===== src/rtl/ser_readout_pkg.sv =====
package ser_readout_pkg;

    typedef enum logic {
        RD_AFTER  = 1'b0,
        RD_DURING = 1'b1
    } rd_mode_e;

    typedef enum logic [1:0] {
        DIV_X1 = 2'd0,
        DIV_X2 = 2'd1,
        DIV_X4 = 2'd2,
        DIV_X8 = 2'd3
    } sclk_div_e;

    // raw (un-inverted) line state produced by the shifter
    typedef struct packed {
        logic active;
        logic sclk_raw;
        logic sdo;
    } ser_line_t;

    // half-period length in clock cycles for a frame
    function automatic int unsigned half_len(int unsigned base, rd_mode_e m, sclk_div_e d);
        if (m == RD_DURING) return base;
        return base << d;
    endfunction

endpackage


===== src/rtl/ser_halfclk.sv =====
module ser_halfclk #(
    parameter int CNT_W = 5
) (
    input  logic             clk,
    input  logic             rst,
    input  logic             load,
    input  logic             run,
    input  logic [CNT_W-1:0] period,
    output logic             tick
);
    logic [CNT_W-1:0] per_q;
    logic [CNT_W-1:0] cnt_q;
    logic             last;

    assign last = (cnt_q == per_q - CNT_W'(1));
    assign tick = run & last;

    always_ff @(posedge clk) begin
        if (rst) begin
            per_q <= CNT_W'(1);
            cnt_q <= '0;
        end else if (load) begin
            per_q <= period;
            cnt_q <= '0;
        end else if (run) begin
            cnt_q <= last ? '0 : cnt_q + CNT_W'(1);
        end
    end

    // counter never runs past the latched half-period
    a_r7_cnt_in_range: assert property (@(posedge clk) disable iff (rst)
        run |-> (cnt_q < per_q));

    // the latched half-period stays fixed while a frame runs
    a_r7_period_held: assert property (@(posedge clk) disable iff (rst)
        (run && !load && $past(run)) |-> $stable(per_q));

endmodule


===== src/rtl/ser_shifter.sv =====
module ser_shifter
    import ser_readout_pkg::*;
#(
    parameter int DW = 16
) (
    input  logic          clk,
    input  logic          rst,
    input  logic          load,
    input  logic [DW-1:0] word,
    input  logic          tick,
    output ser_line_t     line,
    output logic          frame_end
);
    localparam int BIT_W = $clog2(DW);

    logic [DW-1:0]    shreg_q;
    logic [BIT_W-1:0] bit_q;
    logic             phase_q;
    logic             active_q;

    assign frame_end     = active_q & tick & phase_q & (bit_q == BIT_W'(DW - 1));
    assign line.active   = active_q;
    assign line.sclk_raw = active_q & phase_q;
    assign line.sdo      = active_q & shreg_q[DW-1];

    always_ff @(posedge clk) begin
        if (rst) begin
            shreg_q  <= '0;
            bit_q    <= '0;
            phase_q  <= 1'b0;
            active_q <= 1'b0;
        end else if (load) begin
            shreg_q  <= word;
            bit_q    <= '0;
            phase_q  <= 1'b0;
            active_q <= 1'b1;
        end else if (active_q && tick) begin
            phase_q <= ~phase_q;
            if (phase_q) begin
                shreg_q <= {shreg_q[DW-2:0], 1'b0};
                bit_q   <= bit_q + BIT_W'(1);
                if (bit_q == BIT_W'(DW - 1)) active_q <= 1'b0;
            end
        end
    end

    // data holds across the rising edge of its clock pulse
    a_r2_sdo_stable_mid_bit: assert property (@(posedge clk) disable iff (rst)
        (active_q && tick && !phase_q) |=> $stable(line.sdo));

    // a frame closes right after its last bit
    a_r3_frame_closes: assert property (@(posedge clk) disable iff (rst)
        frame_end |=> !line.active);

    // every frame begins at bit zero in the low phase
    a_r2_frame_starts_low: assert property (@(posedge clk) disable iff (rst)
        $rose(active_q) |-> (bit_q == '0 && !phase_q));

endmodule


===== src/rtl/ser_readout.sv =====
module ser_readout
    import ser_readout_pkg::*;
#(
    parameter int DW        = 16,
    parameter int HALF_BASE = 2
) (
    input  logic          clk,
    input  logic          rst,
    input  logic          conv_start,
    input  logic          conv_done,
    input  logic [DW-1:0] conv_data,
    input  logic          rd_mode,
    input  logic [1:0]    div_sel,
    input  logic          sclk_inv,
    input  logic          sync_inv,
    input  logic          cs_n,
    input  logic          rd_n,
    output logic          busy,
    output logic          sclk,
    output logic          sdo,
    output logic          sync,
    output logic          out_en
);
    localparam int CNT_W = $clog2(HALF_BASE * 8) + 1;

    rd_mode_e         mode;
    sclk_div_e        div;
    logic [DW-1:0]    result_q;
    logic             busy_q;
    logic             start_acc;
    logic             frame_go;
    logic             frame_end;
    logic             tick;
    logic [DW-1:0]    frame_word;
    logic [CNT_W-1:0] period;
    ser_line_t        line;

    assign mode       = rd_mode_e'(rd_mode);
    assign div        = sclk_div_e'(div_sel);
    assign start_acc  = conv_start & ~busy_q;
    assign frame_go   = ~line.active &
                        ((mode == RD_DURING) ? start_acc : conv_done);
    assign frame_word = (mode == RD_DURING) ? result_q : conv_data;
    assign period     = CNT_W'(half_len(HALF_BASE, mode, div));

    always_ff @(posedge clk) begin
        if (rst) begin
            result_q <= '0;
            busy_q   <= 1'b0;
        end else begin
            if (conv_done) result_q <= conv_data;
            if (start_acc)
                busy_q <= 1'b1;
            else if (mode == RD_DURING && conv_done)
                busy_q <= 1'b0;
            else if (mode == RD_AFTER && frame_end)
                busy_q <= 1'b0;
        end
    end

    ser_halfclk #(.CNT_W(CNT_W)) i_halfclk (
        .clk    (clk),
        .rst    (rst),
        .load   (frame_go),
        .run    (line.active),
        .period (period),
        .tick   (tick)
    );

    ser_shifter #(.DW(DW)) i_shifter (
        .clk       (clk),
        .rst       (rst),
        .load      (frame_go),
        .word      (frame_word),
        .tick      (tick),
        .line      (line),
        .frame_end (frame_end)
    );

    assign busy   = busy_q;
    assign sclk   = line.sclk_raw ^ sclk_inv;
    assign sdo    = line.sdo;
    assign sync   = line.active ^ sync_inv;
    assign out_en = ~cs_n & ~rd_n;

    // busy comes out of reset low
    a_r1_reset_idle: assert property (@(posedge clk)
        rst |=> !busy);

    // in read-after mode a running frame keeps busy high
    a_r5_busy_covers_frame: assert property (@(posedge clk) disable iff (rst)
        (mode == RD_AFTER && line.active) |-> busy);

    // a start pulse while busy leaves busy set
    a_r9_start_ignored: assert property (@(posedge clk) disable iff (rst)
        (busy && conv_start && !(mode == RD_DURING && conv_done)) |=> busy);

    // in read-during mode completion clears busy next cycle
    a_r6_done_clears: assert property (@(posedge clk) disable iff (rst)
        (mode == RD_DURING && conv_done && !conv_start) |=> !busy);

endmodule


===== config.mk =====
export PLATFORM = sky130hd
export DESIGN_NAME = ser_readout
export DESIGN_NICKNAME = d
export VERILOG_FILES = /design/src/rtl/ser_readout_pkg.sv /design/src/rtl/ser_halfclk.sv /design/src/rtl/ser_shifter.sv /design/src/rtl/ser_readout.sv
export SDC_FILE = /design/constraint.sdc
export NUM_CORES = 1
export LEC_CHECK = 0
export ABC_AREA = 1
export BUFFER_PORTS_ARGS = -buffer_cell sky130_fd_sc_hd__clkbuf_2
export CAP_MARGIN = 10
export CORE_UTILIZATION = 40
export DETAILED_ROUTE_END_ITERATION = 10
export GPL_TIMING_DRIVEN = 1
export PLACE_DENSITY = 0.63
export SKIP_LAST_GASP = 1
export SLEW_MARGIN = 25
export SYNTH_ARGS = -nofsm -noshare
export SYNTH_HDL_FRONTEND = slang
export SYNTH_HIERARCHICAL = 1
export SYNTH_SLANG_ARGS = --single-unit

===== constraint.sdc =====
create_clock -name clk -period 2 [get_ports clk]
set_input_delay 0.1 -clock clk [delete_from_list [all_inputs] [get_ports clk]]
set_output_delay 0.1 -clock clk [all_outputs]
set_load 0.02 [all_outputs]

==> After elaboration in Yosys (flattened, before gate mapping) <==
Cells that the tools add are included.
{ "totals": {"regBits": 49, "input_bits": 27} }
{ "classes": {"n_addsub": 3, "n_eq_ne": 2, "n_shift": 1, "muxes": 16, "bitwise": 17, "n_reduce_logical": 11} }
{ "op_table": {"columns": ["cell", "n"], "rows": [
  ["$mux W16", 4],
  ["$mux W5", 2],
  ["$and A1 B1 Y1", 9],
  ["$mux W1", 9],
  ["$not A1 Y1", 6],
  ["$reduce_bool A2 Y1", 3],
  ["$add A5 B1 Y5 const B", 1],
  ["$eq A5 B5 Y1", 1],
  ["$shl A2 B2 Y5 const A", 1],
  ["$sub A5 B1 Y5 const B", 1],
  ["$add A4 B1 Y4 const B", 1],
  ["$eq A4 B4 Y1 const B", 1],
  ["$reduce_and A2 Y1", 2],
  ["$logic_and A1 B1 Y1", 3],
  ["$reduce_and A3 Y1", 1],
  ["$reduce_bool A3 Y1", 1],
  ["$mux W2", 1],
  ["$reduce_or A2 Y1", 1],
  ["$xor A1 B1 Y1", 2]
]} }

==> Depth between registers and ports, before layout <==
{ "depth": {"word_depth": 10, "ltp_mapped": 17, "mapped_depth_nobuf": 17} }

==> Cells and area by module <==
Netlist, hierarchy kept.
{ "modules_own_cells": {"columns": ["module", "n_inst", "cells_each", "area_per_inst_um2", "seq_area_each_um2"], "rows": [
  ["ser_shifter", 1, 162, 1127.3, 440.4],
  ["ser_readout", 1, 141, 884.6, 340.3],
  ["ser_halfclk", 1, 90, 566.8, 200.2]
]} }

==> Least setup slack after synthesis <==
OpenSTA, ideal clock, no wires.
{ "synth_timing": {"path_kind": "reg-to-reg", "startpoint": "reg i_halfclk.per_q[0]", "endpoint": "reg busy_q, in the netlist busy", "setup_time_ps": 120, "arrival_ps": 1704, "required_ps": 1880, "slack_ps": 176, "path_stages_with_launch": 17, "n_path_buf": 0, "path_cell_list": "dfxtp_1 -> inv_1 -> ha_1 -> nand2_1 -> nand2_1 -> nor2_1 -> nand2_1 -> nor2_1 -> nand2_1 -> inv_1 -> nand2_1 -> nor2_1 -> nand2_1 -> inv_1 -> nand2_1 -> nand3_1 -> a21oi_1"} }
{ "synth_via": {"elab_chain_len": 8} }
{ "synth_rtl": {"columns": ["item", "line_no", "rtl"], "rows": [
  ["start, declared", "ser_halfclk.sv:11", "logic [CNT_W-1:0] per_q;"],
  ["start signal, assigned", "ser_halfclk.sv:23", "per_q <= period;"],
  ["$sub A5 B1 Y5", "ser_halfclk.sv:15", "assign last = (cnt_q == per_q - CNT_W'(1));"],
  ["$eq A5 B5 Y1", "ser_halfclk.sv:15", null],
  ["$and A1 B1 Y1", "ser_halfclk.sv:16", "assign tick = run & last;"],
  ["via tick", "ser_readout.sv:33", "logic tick;"],
  ["$and A1 B1 Y1 (3 in series)", "ser_shifter.sv:21", "assign frame_end = active_q & tick & phase_q & (bit_q == BIT_W'(DW - 1));"],
  ["via frame_end", "ser_readout.sv:32", "logic frame_end;"],
  ["$logic_and A1 B1 Y1", "ser_readout.sv:56", "else if (mode == RD_AFTER && frame_end)"],
  ["$reduce_bool A3 Y1 (no line)", null, null],
  ["end signal, assigned", "ser_readout.sv:53", "busy_q <= 1'b1;"],
  ["end signal, assigned", "ser_readout.sv:55", "busy_q <= 1'b0;"],
  ["end signal, assigned", "ser_readout.sv:57", "busy_q <= 1'b0;"],
  ["end, declared", "ser_readout.sv:29", "logic busy_q;"]
]} }
The timed path passes the listed nets, and every way through them passes these cells.
A chain may end at the register's enable or synchronous reset.

==> Worst setup path after layout <==
{ "layout_timing": {"startpoint": "reg i_halfclk.per_q[0]", "endpoint": "reg i_shifter.shreg_q[1]"} }
{ "layout_via": {"elab_chain_len": 6} }
{ "layout_rtl": {"columns": ["item", "line_no", "rtl"], "rows": [
  ["$sub A5 B1 Y5", "ser_halfclk.sv:15", null],
  ["$eq A5 B5 Y1", "ser_halfclk.sv:15", null],
  ["$and A1 B1 Y1", "ser_halfclk.sv:16", null],
  ["via tick", "ser_readout.sv:33", null],
  ["$logic_and A1 B1 Y1", "ser_shifter.sv:37", "end else if (active_q && tick) begin"],
  ["$reduce_bool A2 Y1 (no line)", null, null],
  ["$reduce_and A2 Y1 (no line)", null, null],
  ["end signal, assigned", "ser_shifter.sv:33", "shreg_q <= word;"],
  ["end signal, assigned", "ser_shifter.sv:40", "shreg_q <= {shreg_q[DW-2:0], 1'b0};"],
  ["end, declared", "ser_shifter.sv:16", "logic [DW-1:0] shreg_q;"]
]} }
The timed path passes the listed nets, and every way through them passes these cells.

==> flow_metrics.py <==
metrics = {
    "power": {
        "power.density_nw_per_um2": 743,
        "total_power_mw": 2.17,
        "leakage_nw": 1.34,
        "worst_ir_drop_vdd_v": 0.000397,
    },
    "worst_setup_path": {
        "cp.required_ns": 2.19,
        "critPathKind": "flop to flop",
        "timing.rr.start": "i_halfclk/per_q[0]",
        "reg2reg_to": "i_shifter/shreg_q[1]",
        "crit_arrival_ns": 1.98,
        "end_kind": "flop",
        "cp-start-kind": "flop",
        "ff2ff_path_depth": 13,
        "crit_fanout": 11,
        "reg2reg_slack_ns": 0.21,
    },
    "min_path": {
        "hp-class": "input port to flop",
        "min_to": "result_q[6]",
        "min_path_cells": 3,
        "min-delay-start": "conv_data[6]",
    },
    "floorplan": {
        "die_h_um": 82.3,
        "ios": 32,
        "start_util_pct": 42.5,
        "die_x_um": 82.3,
        "core_area_um2": 6060,
        "num_rows": 28,
        "dieArea_um2": 6770,
    },
    "timing": {
        "setup_viol": 0,
        "setup_slack_ns": 0.210,
        "hold_viol": 0,
        "fin_crit_sh_pct": 89.5,
        "drv_slew": 0,
        "period_minus_slack_ns": 1.79,
        "fmax_ghz": 0.559,
        "skew_ns": 0.00942,
    },
    "global_routing": {
        "grt_pass1_vias": 2140,
        "grt_overflow": 0,
        "globalRouteTotalUtil_pct": 17.4,
        "antenna_found_initial": 0,
        "grt_max_degree": 34,
        "top_usage_layer": "met2",
        "grtUsageMet1_pct": 22.4,
        "met2_usage_pct": 29.3,
        "grt_pass1_wl_um": 9160,
        "grtUsageMet3_pct": 3.30,
    },
    "layout": {
        "seqCellArea_um2": 983,
        "fillCellCount": 638,
        "multi_input_area_um2": 1390,
        "areaGrowthSynthToFinish_pct": 13.3,
        "stdcell_area_um2": 2920,
        "diodes": 0,
        "fin_nets": 451,
        "final_util_pct": 48.2,
        "drive_above_1_share_pct": 17.5,
    },
    "clocking": {
        "cts_max_level": 2,
        "cts_sinks": 49,
        "cts_tree": "yes",
        "cts_root_buffer": "clkbuf_8",
        "clockBufferDepth": 2,
        "cts_buffers": 5,
        "clock_latency_ns": 0.30,
        "clk_pin_slew_ns": 0.09,
        "hold_buffers": 0,
    },
    "drt": {
        "routed-via-count": 2379,
        "drtPass1Iterations": 4,
        "drt_first_iter_violations": 62,
        "wl_um": 5250,
        "post-route-drc-count": 0,
        "avgViaCountPerCell": 4.79,
        "ant_nets": 0,
        "wire_per_inst_um": 10.6,
    },
    "logic_synthesis": {
        "synthXorXnorAreaFrac_pct": 2.04,
        "yosysWarnings": 6,
        "synth_compound_area_share_pct": 12.1,
        "async_flop_share_pct": 0,
        "yosysUniqueCellTypes": 27,
        "synth_area_um2": 2580,
        "synth_nets": 423,
        "synth.most_common_cell": "nand2_1",
        "yosysSeqAreaShare_pct": 38.0,
        "synth_area_leaders": "dfxtp_1, nand2_1, a21oi_1",
        "synth_largest_area_cell": "dfxtp_1",
        "synth_top_family_by_area": "simple AND/OR/NAND/NOR gates",
        "ys.flop_type": "dfxtp_1",
        "synth_edf_count": 0,
        "synth.top_cells.by_count": "nand2_1, dfxtp_1, a21oi_1",
        "syn_avg_cell_area_um2": 6.56,
        "synth-simple-area-share_pct": 36.5,
        "synth_mux_area_share_pct": 0,
        "synth_cells": 393,
        "synthAdderAreaFrac_pct": 1.46,
        "synth_top_area_share_pct": 38.0,
        "ys_ff_latch": 49,
    },
    "placement": {
        "place_hpwl_um": 3710,
        "portBuffers": 31,
        "place_area_um2": 2760,
        "dp_slack_ns": 0.0766,
        "place_congestion": 0.729,
    },
    "run": {
        "drv_cap": 0,
    },
    "outcome": {
        "status": "complete, no violations",
    },
}
==> how the worst max path moves through the flow <==
| stage | from | endpoint | slack, ns | cells after the start |
|---|---|---|---|---|
| after global placement | i_halfclk/per_q[0] | i_shifter/shreg_q[4] | 0.11 | 13 |
| after global routing | i_halfclk/per_q[0] | busy | -0.01 | 17 |
| final | i_halfclk/per_q[0] | i_shifter/shreg_q[1] | 0.21 | 13 |
| after detailed placement | i_halfclk/per_q[0] | i_shifter/shreg_q[2] | 0.08 | 13 |
| after CTS | i_halfclk/per_q[0] | i_shifter/shreg_q[11] | 0.05 | 13 |
| after floorplan | i_halfclk/per_q[0] | busy | 0.18 | 16 |
==> layer usage <==
| layer | up-vias | wire (um) |
|---|---|---|
| li1 | 1286 | - |
| met1 | 1043 | 2650 |
| met2 | 43 | 2320 |
| met3 | 7 | 221 |
| met4 | 0 | 60 |
| met5 | - | 0 |
==> layout make-up <==
class	count	area share, %
tap	75	3.21
clock inverter	1	1.03
clock buffer	7	2.95
inverter	26	3.60
timing repair buffer	40	8.05
multi-input combinational	299	47.5
sequential	49	33.6
==> power by group <==
group	total, mW	internal, mW	leakage, nW	switching (mW)
logic	0.380	0.141	0.880	0.239
clock network	0.730	0.408	0.0585	0.323
registers	1.06	1.03	0.400	0.0337
total	2.17	1.58	1.34	0.595
==> through the flow <==
step                cells  hold slack [ns]  setup TNS, ns
global placement      489            0.345              0
finish                497           0.0309              0
global route          497           0.0275        -0.0126
floorplan             393            0.200              0
CTS                   497           0.0214              0
detailed placement    489            0.350              0
==> what timing repair did <==
action,in CTS,in global routing
setup buffers,0,0
setup endpoints to repair,0,23
resized for setup,0,13
==> state kept, by name, indices dropped and copies added (netlist names) <==
| register | cells |
|---|---|
| i_halfclk/per_q | 5 |
| i_shifter/shreg_q | 16 |
| i_shifter/bit_q | 4 |
| i_shifter/phase_q | 1 |
| i_halfclk/cnt_q | 5 |
| result_q | 16 |
| i_shifter/active_q | 1 |
| busy | 1 |
==> layout by cell type, fill, tap and decap left out, types with 2 or more instances in the layout <==
cell type,n
clkbuf_2,31
a21oi_1,33
dfxtp_1,47
buf_4,8
o21ai_0,9
dfxtp_2,2
a21oi_2,9
xor2_1,5
inv_1,18
nand3_1,22
clkbuf_8,6
inv_2,6
ha_1,2
nand2_2,3
nand2_1,177
nor2_1,23
nor3_1,5
nor2_4,2
==> critical path, stage by stage, from the launching register on <==
cell	delay [ns]
dfxtp_2	0.35
inv_2	0.06
ha_4	0.23
nand2_1	0.06
nand2_1	0.05
nor2_1	0.08
nand2_1	0.06
nor2_1	0.08
nand2_1	0.09
inv_2	0.10
nand3_4	0.15
buf_4	0.22
nand3_1	0.09
a21oi_2	0.06
==> cells by family after synthesis <==
family / after synthesis
simple gates: 235
compound gates: 54
flops: 49
buf+inv: 45
xor+xnor: 6
fa+ha+maj: 3
other cells: 1
No activity file was read; power rests on OpenSTA's default activity.
